File: src/rtl/dti_pkg.sv
package dti_pkg;
  typedef enum logic [2:0] {
    A_CMDSTAT = 3'd0,
    A_DATA    = 3'd1,
    A_AUX     = 3'd2,
    A_TCTRL   = 3'd3,
    A_ISR     = 3'd4,
    A_PRE1    = 3'd5,
    A_PRE2    = 3'd6,
    A_TDATA   = 3'd7
  } reg_addr_e;

  localparam logic [7:0] ACK_CMD   = 8'h04;
  localparam logic [7:0] LOAD_ISR  = 8'h10;
  localparam int         NUM_TMR   = 2;
  localparam int         CNT_W     = 8;

  // timer control bits
  localparam int TC_VIEW  = 0;
  localparam int TC_DIRQ  = 1;
  localparam int TC_T1EN  = 2;
  localparam int TC_T2EN  = 3;
  localparam int TC_SBEN  = 5;
endpackage

File: src/rtl/dti_tick_gen.sv
module dti_tick_gen #(
  parameter int DIV_CYCLES = 4000,
  parameter int SLOW_RATIO = 4
) (
  input  logic clk,
  input  logic rst_n,
  output logic tick_fast,
  output logic tick_slow
);
  localparam int DW = (DIV_CYCLES > 1) ? $clog2(DIV_CYCLES) : 1;
  localparam int RW = (SLOW_RATIO > 1) ? $clog2(SLOW_RATIO) : 1;
  localparam logic [DW-1:0] DIV_LAST = DW'(DIV_CYCLES - 1);
  localparam logic [RW-1:0] RAT_LAST = RW'(SLOW_RATIO - 1);

  logic [DW-1:0] div_q;
  logic [RW-1:0] rat_q;

  assign tick_fast = (div_q == DIV_LAST);
  assign tick_slow = tick_fast && (rat_q == RAT_LAST);

  always_ff @(posedge clk) begin
    if (!rst_n) begin
      div_q <= '0;
      rat_q <= '0;
    end else begin
      div_q <= tick_fast ? '0 : div_q + 1'b1;
      if (tick_fast)
        rat_q <= (rat_q == RAT_LAST) ? '0 : rat_q + 1'b1;
    end
  end
endmodule

File: src/rtl/dti_counter.sv
module dti_counter #(
  parameter int W = 8
) (
  input  logic         clk,
  input  logic         rst_n,
  input  logic         run,
  input  logic         tick,
  input  logic [W-1:0] preset,
  output logic         expire
);
  localparam logic [W-1:0] TOP = {W{1'b1}};
  logic [W-1:0] cnt_q;

  assign expire = run && tick && (cnt_q == TOP);

  always_ff @(posedge clk) begin
    if (!rst_n)
      cnt_q <= '0;
    else if (!run)
      cnt_q <= preset;
    else if (tick)
      cnt_q <= (cnt_q == TOP) ? preset : cnt_q + 1'b1;
  end
endmodule

File: src/rtl/dti_status_core.sv
module dti_status_core
  import dti_pkg::*;
(
  input  logic       clk,
  input  logic       rst_n,
  input  logic       wr_en,
  input  logic [2:0] wr_addr,
  input  logic [7:0] wr_data,
  input  logic [1:0] expire,
  output logic [7:0] cmd,
  output logic [7:0] dlat,
  output logic [7:0] aux,
  output logic [7:0] tctrl,
  output logic [7:0] tdata,
  output logic [7:0] ts,
  output logic [7:0] isr,
  output logic [7:0] pre1,
  output logic [7:0] pre2
);
  logic [7:0] ts_n, isr_n;
  logic       ack_mode;
  logic       wr_data_port, wr_tctrl;

  assign ack_mode     = (cmd == ACK_CMD) && !tctrl[TC_VIEW];
  assign wr_data_port = wr_en && (wr_addr == A_DATA);
  assign wr_tctrl     = wr_en && (wr_addr == A_TCTRL);

  always_comb begin
    ts_n  = ts;
    isr_n = isr;
    // expiry first
    if (expire[0]) begin
      if (!tdata[6]) ts_n[7:6] = 2'b11;
      if (tctrl[TC_T1EN]) begin
        ts_n[2]  = 1'b1;
        isr_n[2] = 1'b1;
      end
    end
    if (expire[1]) begin
      if (!tdata[5]) begin
        ts_n[7] = 1'b1;
        ts_n[5] = 1'b1;
      end
      if (tctrl[TC_T2EN]) begin
        ts_n[1]  = 1'b1;
        isr_n[3] = 1'b1;
      end
    end
    // host write afterwards
    if (wr_data_port) begin
      if (ack_mode) begin
        if (wr_data[7]) ts_n[7:5] = 3'b000;
      end else if (tctrl[TC_DIRQ]) begin
        ts_n[0] = 1'b1;
        isr_n   = LOAD_ISR;
      end
    end
    if (wr_tctrl) begin
      if (!wr_data[TC_SBEN]) ts_n[4:3] = 2'b00;
      if (!wr_data[TC_DIRQ]) ts_n[0] = 1'b0;
      if (!ts_n[0] && (ts_n[4:3] == 2'b00)) isr_n[4] = 1'b0;
      if (!wr_data[TC_T1EN]) begin
        ts_n[2]  = 1'b0;
        isr_n[2] = 1'b0;
      end
      if (!wr_data[TC_T2EN]) begin
        ts_n[1]  = 1'b0;
        isr_n[3] = 1'b0;
      end
    end
  end

  always_ff @(posedge clk) begin
    if (!rst_n) begin
      cmd   <= '0;
      dlat  <= '0;
      aux   <= '0;
      tctrl <= '0;
      tdata <= '0;
      ts    <= '0;
      isr   <= '0;
      pre1  <= '0;
      pre2  <= '0;
    end else begin
      ts  <= ts_n;
      isr <= isr_n;
      if (wr_en) begin
        unique case (wr_addr)
          A_CMDSTAT: cmd   <= wr_data;
          A_DATA: begin
            if (ack_mode) begin
              if (!wr_data[7]) tdata <= wr_data;
            end else begin
              dlat <= wr_data;
            end
          end
          A_AUX:   aux   <= wr_data;
          A_TCTRL: tctrl <= wr_data;
          A_PRE1:  pre1  <= wr_data;
          A_PRE2:  pre2  <= wr_data;
          default: ;
        endcase
      end
    end
  end
endmodule

File: src/rtl/dual_timer_irq.sv
module dual_timer_irq
  import dti_pkg::*;
#(
  parameter int DIV_CYCLES = 4000,
  parameter int SLOW_RATIO = 4
) (
  input  logic       clk,
  input  logic       rst_n,
  input  logic       wr_en,
  input  logic [2:0] wr_addr,
  input  logic [7:0] wr_data,
  input  logic [2:0] rd_addr,
  output logic [7:0] rd_data,
  output logic       irq
);
  logic [7:0] cmd, dlat, aux, tctrl, tdata, ts, isr, pre1, pre2;
  logic       tick_fast, tick_slow;
  logic [NUM_TMR-1:0] tick_v, run_v, expire;
  logic [CNT_W-1:0]   preset_v [NUM_TMR];

  dti_tick_gen #(.DIV_CYCLES(DIV_CYCLES), .SLOW_RATIO(SLOW_RATIO)) u_tick (
    .clk(clk), .rst_n(rst_n), .tick_fast(tick_fast), .tick_slow(tick_slow)
  );

  assign tick_v      = {tick_slow, tick_fast};
  assign run_v       = tdata[1:0];
  assign preset_v[0] = pre1;
  assign preset_v[1] = pre2;

  for (genvar g = 0; g < NUM_TMR; g++) begin : g_tmr
    dti_counter #(.W(CNT_W)) u_cnt (
      .clk(clk), .rst_n(rst_n), .run(run_v[g]), .tick(tick_v[g]),
      .preset(preset_v[g]), .expire(expire[g])
    );
  end

  dti_status_core u_core (
    .clk(clk), .rst_n(rst_n), .wr_en(wr_en), .wr_addr(wr_addr),
    .wr_data(wr_data), .expire(expire), .cmd(cmd), .dlat(dlat), .aux(aux),
    .tctrl(tctrl), .tdata(tdata), .ts(ts), .isr(isr), .pre1(pre1), .pre2(pre2)
  );

  always_comb begin
    unique case (rd_addr)
      A_CMDSTAT: rd_data = tctrl[TC_VIEW] ? ts : aux;
      A_DATA:    rd_data = dlat;
      A_AUX:     rd_data = cmd;
      A_TCTRL:   rd_data = tctrl;
      A_ISR:     rd_data = isr;
      A_PRE1:    rd_data = pre1;
      A_PRE2:    rd_data = pre2;
      default:   rd_data = tdata;
    endcase
  end

  assign irq = |isr;
endmodule

File: config.mk
export PLATFORM = sky130hd
export DESIGN_NAME = dual_timer_irq
export DESIGN_NICKNAME = d
export VERILOG_FILES = /design/src/rtl/dti_pkg.sv /design/src/rtl/dti_tick_gen.sv /design/src/rtl/dti_counter.sv /design/src/rtl/dti_status_core.sv /design/src/rtl/dual_timer_irq.sv
export SDC_FILE = /design/constraint.sdc
export NUM_CORES = 1
export LEC_CHECK = 0
export ABC_AREA = 1
export BUFFER_PORTS_ARGS = -buffer_cell sky130_fd_sc_hd__buf_2
export CELL_PAD_IN_SITES_DETAIL_PLACEMENT = 2
export CELL_PAD_IN_SITES_GLOBAL_PLACEMENT = 2
export CORE_MARGIN = 8
export CORE_UTILIZATION = 37
export DETAILED_ROUTE_END_ITERATION = 16
export GPL_ROUTABILITY_DRIVEN = 0
export PLACE_DENSITY_LB_ADDON = 0.3
export SETUP_SLACK_MARGIN = 0.02
export SYNTH_ARGS = -nofsm -noshare
export SYNTH_HDL_FRONTEND = slang
export SYNTH_HIERARCHICAL = 1
export SYNTH_SLANG_ARGS = --single-unit
export TNS_END_PERCENT = 10
File: constraint.sdc
create_clock -name clk -period 3.7 [get_ports clk]
set_input_delay 0.74 -clock clk [delete_from_list [all_inputs] [get_ports clk]]
set_output_delay 0.74 -clock clk [all_outputs]
set_load 0.005 [all_outputs]
-- Yosys cells after proc, flatten, opt, wreduce, memory -nomap -nowiden
Index checks and enable logic that the tools add are counted.
- div/mod/pow operators: 0
- magnitude comparators: 0
- multiply operators: 0
- equality and inequality tests: 18
- shift operators: 0
- add/sub/neg operators: 4
- bitwise gates (word level): 3
- reductions and logical operators: 23
- multiplexer cells: 43
- operators with widths (cell ; count):
    $mux W8 ; 7
    $pmux W8 S7 ; 1
    $mux W1 ; 22
    $add A8 B1 Y8 const B ; 2
    $eq A8 B8 Y1 const B ; 2
    $eq A3 B3 Y1 const B ; 5
    $mux W3 ; 5
    $mux W5 ; 3
    $add A12 B1 Y12 const B ; 1
    $eq A12 B12 Y1 const B ; 1
    $eq A3 B2 Y1 const B ; 4
    $mux W2 ; 5
    $reduce_and A2 Y1 ; 5
    $logic_and A1 B1 Y1 ; 9
    $eq A8 B3 Y1 const B ; 1
    $eq A3 B1 Y1 const B ; 2
    $logic_not A3 Y1 ; 2
    $ne A2 B2 Y1 const B ; 2
    $reduce_and A4 Y1 ; 1
    $not A1 Y1 ; 3
    $reduce_and A3 Y1 ; 1
    $reduce_or A3 Y1 ; 1
    $add A2 B1 Y2 const B ; 1
    $eq A2 B2 Y1 const B ; 1
    other kinds (3) ; 4
- logic and storage cells: 105
- bits in writable memories: 0
- bits in latches: 0
- input bits: 17
- output and inout bits: 9
- memory bits (read-only): 0
- flip-flop bits (word level): 96
- memories: 0

-- Depth between registers and ports, before layout
Gate-level depths: netlist (run 1).
- word-level depth: 10
- depth in mapped cells: 11
- depth with buffers taken out: 11

-- Hierarchy
The synthesis (run 1) kept the hierarchy.
- modules (own cells, without submodules) (module ; area each (um^2) ; instances ; sequential area each (um^2) ; cells an instance):
    dti_status_core ; 2501.1 ; 1 ; 1321.3 ; 320
    dti_counter ; 589.3 ; 2 ; 160.2 ; 102
    dual_timer_irq ; 898.4 ; 1 ; 0.0 ; 176
    dti_tick_gen ; 703.2 ; 1 ; 280.3 ; 97

-- Worst setup path before layout (run 1)
Ideal clock, no wire load.
- kind: input -> output
- start: in rd_addr[2]
- end: out rd_data[2]
- data required time: 2960 ps
- cell stages on the path: 7
- path buffers: 2
- arrival: 1360 ps
- setup slack: 1600 ps
- path through: buf_4 inv_4 buf_4 nand4_1 nand2_1 nor2_1 nand3_1
- word-level cells in the longest chain between the ends: 2
- elaborated cells between the ends (all ways): 8
- classes of those cells: eq/ne (6); mux (1); reduce/logical (1)
- RTL lines (what ; line ; source):
    start, declared ; dual_timer_irq.sv:12 ; input logic [2:0] rd_addr,
    $eq A3 B3 Y1 (tied with other cells) ; dual_timer_irq.sv:44 ; unique case (rd_addr)
    $pmux W8 S7 (*) ; dual_timer_irq.sv:44 ;
    end, declared ; dual_timer_irq.sv:13 ; output logic [7:0] rd_data,
Every way passes the cells marked *; elsewhere a longest branch is shown, timed or not.

-- Worst setup path after layout (run 1)
- start: in rd_addr[0]
- end: out rd_data[5]
Same word-level chain as after synthesis.

==> results of run 1 <==
==> routing by layer <==
metal | vias to the layer above | wire (um)
met5 | - | 0
met4 | 0 | 495
met3 | 28 | 815
met2 | 107 | 9900
met1 | 2629 | 8370
li1 | 2545 | -
==> flip-flops by register name (all words and copies together) (netlist names) <==
signal,flops
g_tmr.u_cnt/cnt_q,16
u_tick/div_q,12
u_core/aux,8
u_core/cmd,8
u_core/dlat,8
u_core/pre1,8
u_core/pre2,8
u_core/tctrl,8
u_core/ts,8
u_core/tdata,7
u_core/isr,3
u_tick/rat_q,2
==> worst paths after layout <==
check,from,end,depth (start not counted),slack [ns]
setup reg to reg,u_tick/div_q[0],u_core/isr[3],11,1.53
setup / recovery,rd_addr[0],rd_data[5],7,0.86
hold reg to reg,u_core/ts[3],u_core/ts[3],2,0.47
hold / removal,u_core/ts[3],u_core/ts[3],2,0.47
==> per-stage QoR <==
| stage | cells | worst slack (ns) | hold WS [ns] | instance area [sq um] | total power [mW] |
|---|---|---|---|---|---|
| after global placement | 972 | 0.987 | 0.444 | 5380 | 1.27 |
| after CTS | 988 | 0.877 | 0.470 | 5680 | 2.26 |
| after detailed placement | 972 | 0.902 | 0.459 | 5380 | 1.28 |
| after global routing | 988 | 0.746 | 0.502 | 5680 | 2.33 |
| final | 988 | 0.856 | 0.465 | 5680 | 2.24 |
| after floorplan | 802 | 1.60 | 0.425 | 5300 | 1.22 |
==> cells in the final DEF, fill, tap and decap left out, drive strengths merged, types with 6 or more instances in the layout <==
cell    instances
nor2          149
nand4          43
o21ai          63
a21oi          45
nand2         164
conb            6
dfxtp          96
clkbuf         12
nor3           11
or2             6
nand3          50
inv           111
buf            26
==> layout make-up <==
type	count	area, sq um	share of cell area, %
clock buffers	12	246	4.34
clock inverters	4	53.8	0.947
inverters	113	440	7.75
multi-input cells	557	2660	46.8
flip-flops and latches	96	1920	33.8
well taps	180	225	3.96
repair buffers	26	133	2.33
==> worst max-delay path: stages <==
cell and delay (ns):
buf_2 0.47, inv_4 0.20, nand4_1 0.12, nand2_1 0.07
nor2_1 0.24, nand3_1 0.11, buf_2 0.14
==> report_power, final <==
group          leakage (nW)  switching (mW)  total, mW  internal, mW
clock network         0.139           0.429      0.974         0.545
logic                  1.72           0.133      0.181        0.0472
registers             0.778          0.0271       1.08          1.06
==> logic make-up (layout without fill, tap and decap cells) <==
kind of cell / Yosys count / after routing
AOI/OAI and AO/OA: 116 / 116
buffers and inverters: 149 / 155
and+or+nand+nor: 426 / 426
xor gates and xnor gates: 5 / 5
DFF: 96 / 96
other: 1 / 6
adders and majority gates: 4 / 4
==> results.json, run 1 <==
{
  "grt_pass1_wl_um": 31200,
  "ios": 26,
  "post-route-period-util_pct": 76.9,
  "postCtsSetupBuffers": 0,
  "setup_tns_ns": 0,
  "drt_iter0_drc": 345,
  "rsz0062_at_grt": "false",
  "finalWirelength_um": 19600,
  "ys_warn_count": 6,
  "initial_core_util_pct": 37.9,
  "synth_top_area_cell": "dfxtp_1",
  "wl_per_cell_um": 19.8,
  "finClkSkew_ns": 0.00636,
  "fp.dieH_um": 135,
  "postSynthCellCount": 797,
  "grt_max_degree": 48,
  "syn_area_per_cell_sq_um": 6.63,
  "row_count": 43,
  "muxShareOfSynthArea_pct": 0,
  "cts_root_buf": "clkbuf_16",
  "worstHoldPathType": "reg -> reg",
  "hold_viol_final": 0,
  "max_freq_ghz": 0.352,
  "diodes": 0,
  "synthFlopType": "dfxtp_1",
  "async_flop_share_pct": 0,
  "synth_seq_cells": 96,
  "power_density_nw_per_um2": 394,
  "first_global_vias": 5803,
  "status": "complete, no violations",
  "clkTransAtPathRegs_ns": 0.07,
  "ys_seq_area_share_pct": 36.4,
  "synth_area_sq_um": 5280,
  "numCtsBuffers": 9,
  "end_kind": "output pin",
  "grt_usage_pct": 21.9,
  "syn2layout_area_growth_pct": 7.58,
  "start_kind": "input pin",
  "core_sq_um": 13900,
  "maxCapViolations": 0,
  "firstDrtPassIters": 4,
  "path_max_fanout": 26,
  "drive_above_1_share_pct": 9.65,
  "busiest_layer": "met2",
  "yosysUniqueCellTypes": 43,
  "ir_worst_vdd_mv": 0.358,
  "worstPathArrival_ns": 2.10,
  "synth.area.top_cells": "dfxtp_1 36%, nand2_1 11%, nor2_1 9.9%",
  "slew_violations": 0,
  "synthSimpleGateAreaFrac_pct": 36.7,
  "ctsResizeCount": 0,
  "die_area_sq_um": 18400,
  "finalSetupViolCount": 0,
  "synth-adder-area-share_pct": 0.948,
  "clock_path_buffers": 2,
  "synth_top_area_share_pct": 36.4,
  "viasPerCell": 5.37,
  "fin_nets": 824,
  "gr-total-overflow": 0,
  "cts_tree": "yes",
  "dp_hpwl_um": 13800,
  "required_ns": 2.96,
  "via_count": 5309,
  "worst_skew_pair.late_latency_ns": 0.36,
  "io_buffers": 25,
  "die_w_um": 135,
  "use_met3_pct": 3.89,
  "drc": 0,
  "fillerInstances": 1731,
  "cts_num_sinks": 96,
  "period_needed_ns": 2.84,
  "htree_num_levels": 3,
  "synth_common_cells": "157 x nand2_1, 139 x nor2_1, 104 x inv_1",
  "ant_nets": 0,
  "synth_compound_area_share_pct": 11.5,
  "synth.most_common_cell": "nand2_1",
  "synth_edf_count": 0,
  "synthXorXnorAreaFrac_pct": 0.829,
  "relSlewSlack_pct": 46.4,
  "synth_top_family_by_area": "simple AND/OR/NAND/NOR gates",
  "met1_usage_pct": 25.8,
  "antenna_found_initial": 0,
  "grt_use_met2_pct": 38.1,
  "holdBufCountCts": 0,
  "final_core_util_pct": 40.8,
  "p_leak_nw": 2.64,
  "worst_pin_slew_ns": 0.803,
  "criticalPathCategory": "in -> out"
}
Note: power is estimated with default switching activity, not from simulation.
==> inputs of run 2 (changes only) <==
--- a/config.mk
+++ b/config.mk
@@ -5,12 +5,12 @@
 export SDC_FILE = /design/constraint.sdc
 export NUM_CORES = 1
 export LEC_CHECK = 0
-export ABC_AREA = 1
+export ABC_AREA = 0
 export BUFFER_PORTS_ARGS = -buffer_cell sky130_fd_sc_hd__buf_2
 export CELL_PAD_IN_SITES_DETAIL_PLACEMENT = 2
 export CELL_PAD_IN_SITES_GLOBAL_PLACEMENT = 2
 export CORE_MARGIN = 8
-export CORE_UTILIZATION = 37
+export CORE_UTILIZATION = 34
 export DETAILED_ROUTE_END_ITERATION = 16
 export GPL_ROUTABILITY_DRIVEN = 0
 export PLACE_DENSITY_LB_ADDON = 0.3
==> constraint.sdc (replaced) <==
create_clock -name clk -period 2.4 [get_ports clk]
set_input_delay 0.48 -clock clk [delete_from_list [all_inputs] [get_ports clk]]
set_output_delay 0.48 -clock clk [all_outputs]
set_load 0.005 [all_outputs]
==> run 2 against run 1 <==
Effect of this change:
- cell count down 19%
- global-route usage shrank 2.2 points
- first-iteration DRC count down 40%
- clock power up 67%
- highest routed layer unchanged
- sequential share of layout area up 0.33 points
- largest power group unchanged
- critical path type unchanged
- largest cell class unchanged
- synthesized area shrank 6.7%
- sequential power grew 53%
==> results.json, run 2 <==
{
  "drive_above_1_share_pct": 16.6,
  "crit_chain": "clkbuf_4, nand2b_4, nor2_1, buf_4, a222oi_1, a21oi_1, buf_2",
  "die_area_sq_um": 18600,
  "maxCapViolations": 0,
  "crit_slowest_cell": "a222oi_1",
  "instances_no_fill": 799,
  "ff2ff_path_depth": 10,
  "via_count": 4491,
  "numCtsBuffers": 9,
  "critPathMaxStageDelay_ns": 0.43,
  "criticalPathCategory": "in -> out",
  "period_needed_ns": 2.35,
  "grt_pass1_wl_um": 27700,
  "synth_area_sq_um": 4930,
  "p_comb_share_pct": 7.6,
  "placedCellCount": 780,
  "synthFlopType": "dfxtp_1",
  "grt_max_degree": 26,
  "end_kind": "output pin",
  "initial_core_util_pct": 34.3,
  "ir_worst_vdd_mv": 0.319,
  "finalWirelength_um": 17700,
  "fin_nets": 631,
  "ios": 26,
  "holdPathStages": 2,
  "ant_nets": 0,
  "setup_tns_ns": 0,
  "synth_top_area_cell": "dfxtp_1",
  "worstPathArrival_ns": 1.87,
  "cts_root_buf": "clkbuf_16",
  "io_buffers": 25,
  "gr-total-overflow": 0,
  "finClkSkew_ns": 0.00647,
  "synth_seq_cells": 96,
  "synth.area.top_cells": "dfxtp_1 39%, nand2_1 8.6%, a21boi_0 4.4%",
  "p_sw_share_pct": 23.5,
  "row_count": 44,
  "wl_per_cell_um": 22.1,
  "slew_violations": 0,
  "firstDrtPassIters": 4,
  "worstHoldPathType": "reg -> reg",
  "ys_seq_area_share_pct": 39.0,
  "async_flop_share_pct": 0,
  "crit_buf_inv": 3,
  "yosysUniqueCellTypes": 63,
  "max_freq_ghz": 0.426,
  "die_w_um": 136,
  "p_leak_nw": 2.11,
  "relSlewSlack_pct": 59.2,
  "rsz0062_at_grt": "true",
  "drt_iter0_drc": 207,
  "worst_skew_pair.late_latency_ns": 0.35,
  "mostFrequentLayoutCells": "113 x nand2_1, 93 x dfxtp_1, 39 x nor2_1",
  "layout_commonest_cell": "nand2_1",
  "netSwitchingPower_uw": 833,
  "synth.most_common_cell": "nand2_1",
  "fp.dieH_um": 136,
  "finalSetupViolCount": 0,
  "cp_top_family": "compound AO/OA/AOI/OAI gates",
  "p_int_mw": 2.72,
  "first_global_vias": 4886,
  "postSynthCellCount": 583,
  "synth_top_area_share_pct": 39.0,
  "path_max_fanout": 7,
  "top_register": "g_tmr.u_cnt/cnt_q",
  "postLayoutCellArea_sq_um": 5650,
  "grt_usage_pct": 19.7,
  "cp_num_cells": 7,
  "clkTransAtPathRegs_ns": 0.07,
  "syn2layout_area_growth_pct": 14.5,
  "largestRegisters": "g_tmr.u_cnt/cnt_q: 16 flops, u_tick/div_q: 12 flops",
  "start_kind": "input pin",
  "post-route-period-util_pct": 97.7,
  "cts_num_sinks": 96,
  "diodes": 0,
  "worst_pin_slew_ns": 0.611,
  "drc": 0,
  "seqPwrFrac_pct": 46.4,
  "synth_common_cells": "113 x nand2_1, 96 x dfxtp_1, 40 x nor2_1",
  "clkPwrFrac_pct": 46.0,
  "dp_hpwl_um": 12700,
  "place_area_sq_um": 5250,
  "synth_edf_count": 0,
  "core_sq_um": 14400,
  "clock_path_buffers": 2,
  "antenna_found_initial": 0,
  "status": "complete, no violations",
  "largest_register_ffs": 16,
  "syn_area_per_cell_sq_um": 8.46,
  "fillerInstances": 1608,
  "final_core_util_pct": 39.3,
  "required_ns": 1.92,
  "viasPerCell": 5.62,
  "hold_viol_final": 0,
  "cts_tree": "yes",
  "holdBufCountCts": 0,
  "htree_num_levels": 3,
  "ys_warn_count": 6,
  "power_density_nw_per_um2": 629
}
## run 2: changes by cell type after synthesis, sizes merged, moves of 23 or more
cell | before | now
a21boi | 2 | 46
nor2 | 149 | 40
nand3 | 50 | 27
nand2 | 164 | 113
o21ai | 63 | 22
inv | 111 | 9
a21oi | 45 | 22
nand4 | 43 | 9
## run 2: worst paths after layout
kind,start,end,slack (ns)
worst max-delay path,rd_addr[0],rd_data[6],0.05
worst min-delay path,u_core/ts[4],u_core/ts[4],0.46
worst max register to register,u_tick/div_q[0],u_core/ts[5],0.17
worst min register to register,u_core/ts[4],u_core/ts[4],0.46
## run 2: worst register-to-register path: stages, from the launching register on
cell and delay, ns:
dfxtp_2 0.38, ha_4 0.18, nand4_4 0.15, nor4_4 0.32, and2_2 0.21, nand2_1 0.08, nor2_1 0.15, and4_2 0.29
nor2b_2 0.17, o21ai_0 0.09, nor2_1 0.13
## run 2: cells by family after synthesis
logic type / after synthesis / synth area share [%]
adders and majority gates: 4 / 1.02
muxes: 29 / 6.24
xor gates and xnor gates: 12 / 2.13
and+or+nand+nor: 254 / 25.8
DFF: 96 / 39.0
AOI/OAI and AO/OA: 144 / 21.3
buffers and inverters: 43 / 4.44
other: 1 / 0.0761
## run 2: timing repair
item	CTS	global route
setup buffers	0	3
pin swaps	2	5
endpoints found under the setup margin	8	7
gates resized for setup	2	12
gates cloned	0	0
## run 2: cell type report
cell class / instances / area [sq um] / area share, %
clock buffers: 14 / 274 / 4.85
clock inverters: 2 / 60.1 / 1.06
inverters: 9 / 33.8 / 0.598
multi-input cells: 449 / 2840 / 50.3
flip-flops and latches: 96 / 1930 / 34.2
well taps: 184 / 230 / 4.08
repair buffers: 45 / 279 / 4.94
## run 2: per-stage QoR
step                      hold WS, ns  worst slack, ns  power [mW]
after floorplan                 0.414            0.123        1.83
after global placement          0.430           0.0702        1.93
after detailed placement        0.448         0.000721        1.94
after CTS                       0.460           0.0265        3.58
after global routing            0.478          0.00950        3.67
final                           0.461           0.0545        3.55
## run 2: per-layer routing
metal	track usage, %	vias up	part of all wire [%]
li1	-	2128	-
met1	22.8	2270	43
met2	35.2	69	51
met3	4.29	24	2.9
met4	6.28	0	2.4
met5	0	-	0
## run 2: power by group through the flow
| stage | sequential (mW) | combinational [mW] | clock [mW] |
|---|---|---|---|
| floorplan | 1.67 | 0.159 | 0 |
| global placement | 1.68 | 0.252 | 0 |
| detailed placement | 1.68 | 0.263 | 0 |
| CTS | 1.64 | 0.264 | 1.67 |
| global route | 1.65 | 0.295 | 1.73 |
| finish | 1.65 | 0.270 | 1.63 |
==> inputs of run 3 (changes only) <==
--- a/config.mk
+++ b/config.mk
@@ -14,6 +14,7 @@
 export DETAILED_ROUTE_END_ITERATION = 16
 export GPL_ROUTABILITY_DRIVEN = 0
 export PLACE_DENSITY_LB_ADDON = 0.3
+export RECOVER_POWER = 50
 export SETUP_SLACK_MARGIN = 0.02
 export SYNTH_ARGS = -nofsm -noshare
 export SYNTH_HDL_FRONTEND = slang
==> run 3 against run 2 <==
Effect of this change:
- die area stayed put
- non-clock buffer count stayed put
- maximum frequency barely moved
- utilization decreased by 0.078 points
- critical path depth unchanged
- final area decreased by 0.20%
- via count is 0.53% lower
- global-route usage did not move
- total power shrank 0.14%
- combinational power about the same
- wire length is essentially flat
- largest power group unchanged
- highest routed layer unchanged
==> results.json, run 3 (synthesized netlist as in run 2, its figures left out) <==
{
  "status": "complete, no violations",
  "finalWirelength_um": 17700,
  "start_kind": "input pin",
  "crit_buf_inv": 3,
  "p_leak_nw": 2.08,
  "grt_usage_pct": 19.7,
  "holdWs_ns": 0.458,
  "gr-total-overflow": 0,
  "clock_path_buffers": 2,
  "grt_max_degree": 26,
  "holdPathStages": 2,
  "critPathMaxStageDelay_ns": 0.45,
  "fp.dieH_um": 136,
  "post-route-period-util_pct": 97.8,
  "cts_tree": "yes",
  "power_density_nw_per_um2": 629,
  "setup_tns_ns": 0,
  "top_register": "g_tmr.u_cnt/cnt_q",
  "ir_worst_vdd_mv": 0.316,
  "die_area_sq_um": 18600,
  "mostFrequentLayoutCells": "113 x nand2_1, 93 x dfxtp_1, 39 x nor2_1",
  "finalSetupViolCount": 0,
  "die_w_um": 136,
  "met1_usage_pct": 22.8,
  "crit_chain": "clkbuf_4, nand2b_4, nor2_1, buf_4, a222oi_1, a21oi_1, buf_2",
  "dp_hpwl_um": 12700,
  "largestRegisters": "g_tmr.u_cnt/cnt_q: 16 flops, u_tick/div_q: 12 flops",
  "largest_register_ffs": 16,
  "worstPathArrival_ns": 1.87,
  "cts_root_buf": "clkbuf_16",
  "drt_iter0_drc": 222,
  "criticalPathCategory": "in -> out",
  "relSlewSlack_pct": 52.3,
  "max_freq_ghz": 0.426,
  "cp_num_cells": 7,
  "firstDrtPassIters": 4,
  "placedCellCount": 780,
  "initial_core_util_pct": 34.3,
  "use_met3_pct": 4.29,
  "maxCapViolations": 0,
  "place_area_sq_um": 5250,
  "crit_slowest_cell": "a222oi_1",
  "core_sq_um": 14400,
  "path_max_fanout": 7,
  "row_count": 44,
  "rsz0062_at_grt": "true",
  "end_kind": "output pin",
  "busiest_layer": "met2",
  "finClkSkew_ns": 0.00638,
  "numCtsBuffers": 9,
  "postLayoutCellArea_sq_um": 5630,
  "worst_skew_pair.late_latency_ns": 0.35,
  "required_ns": 1.92,
  "worstHoldPathType": "reg -> reg",
  "clkTransAtPathRegs_ns": 0.07,
  "io_buffers": 25,
  "syn2layout_area_growth_pct": 14.3,
  "via_count": 4467,
  "period_needed_ns": 2.35,
  "worst_pin_slew_ns": 0.715,
  "drc": 0,
  "diodes": 0,
  "antenna_found_initial": 0,
  "cp_top_family": "compound AO/OA/AOI/OAI gates",
  "ios": 26,
  "ant_nets": 0,
  "cts_num_sinks": 96,
  "wl_per_cell_um": 22.1,
  "layout_commonest_cell": "nand2_1",
  "instances_no_fill": 799,
  "fin_nets": 631,
  "hold_viol_final": 0,
  "htree_num_levels": 3,
  "drive_above_1_share_pct": 15.8,
  "grt_use_met2_pct": 35.2,
  "slew_violations": 0,
  "viasPerCell": 5.59,
  "first_global_vias": 4886,
  "grt_pass1_wl_um": 27700,
  "ff2ff_path_depth": 10
}
run 3: changes by cell type in the layout (fill, tap and decap cells not counted):
cell | previous run | this run
a21boi_1 | 17 | 8
o21ai_1 | 3 | 1
buf_4 | 18 | 16
o21ai_0 | 17 | 19
clkbuf_1 | 2 | 7
and2_1 | 7 | 6
and2_0 | 0 | 1
a21boi_0 | 29 | 38
buf_2 | 24 | 21
run 3: tightest hold or removal path: stages (launching register included):
cell and delay (ns):
dfxtp_1 0.32, inv_1 0.06, nor2_1 0.04
run 3: area by class of cell:
class                           count  area (sq um)
Clock buffer                       14           274
Clock inverter                      2          60.1
Fill cell                        1611          8730
Inverter                            9          33.8
Multi-Input combinational cell    449          2840
Sequential cell                    96          1930
Tap cell                          184           230
Timing Repair Buffer               45           268
run 3: final timing paths:
kind                  end       startpoint  slack, ns
min reg2reg  u_core/ts[4]     u_core/ts[4]       0.46
min          u_core/ts[4]     u_core/ts[4]       0.46
max reg2reg  u_core/ts[5]  u_tick/div_q[0]       0.18
max            rd_data[3]       rd_addr[0]       0.05
run 3: metrics by stage:
| step | util [%] | power [mW] | setup WS (ns) |
|---|---|---|---|
| 3_3_place_gp | 36.5 | 1.93 | 0.0702 |
| 5_1_grt | 39.2 | 3.67 | 0.0134 |
| 3_5_place_dp | 36.5 | 1.94 | 0.000721 |
| 4_1_cts | 38.9 | 3.58 | 0.0265 |
| 2_1_floorplan | - | 1.83 | 0.123 |
| 6_report | 39.2 | 3.54 | 0.0526 |
run 3: metal layers:
metal  share of wire [%]  wire length, um
met5                   0                0
met4                 2.6              465
met3                 3.1              547
met2                  51             9010
met1                  43             7660
run 3: what timing repair did:
item,CTS,global route
setup endpoints to repair,8,7
pin swaps,2,5
hold buffers,0,0
setup buffers,0,3
hold endpoints to repair,0,0
gates resized for setup,2,12
run 3: power breakdown:
group / switching (mW) / total [mW] / internal (mW)
registers: 0.0294 / 1.65 / 1.62
logic: 0.171 / 0.269 / 0.0974
clock network: 0.628 / 1.63 / 1.00
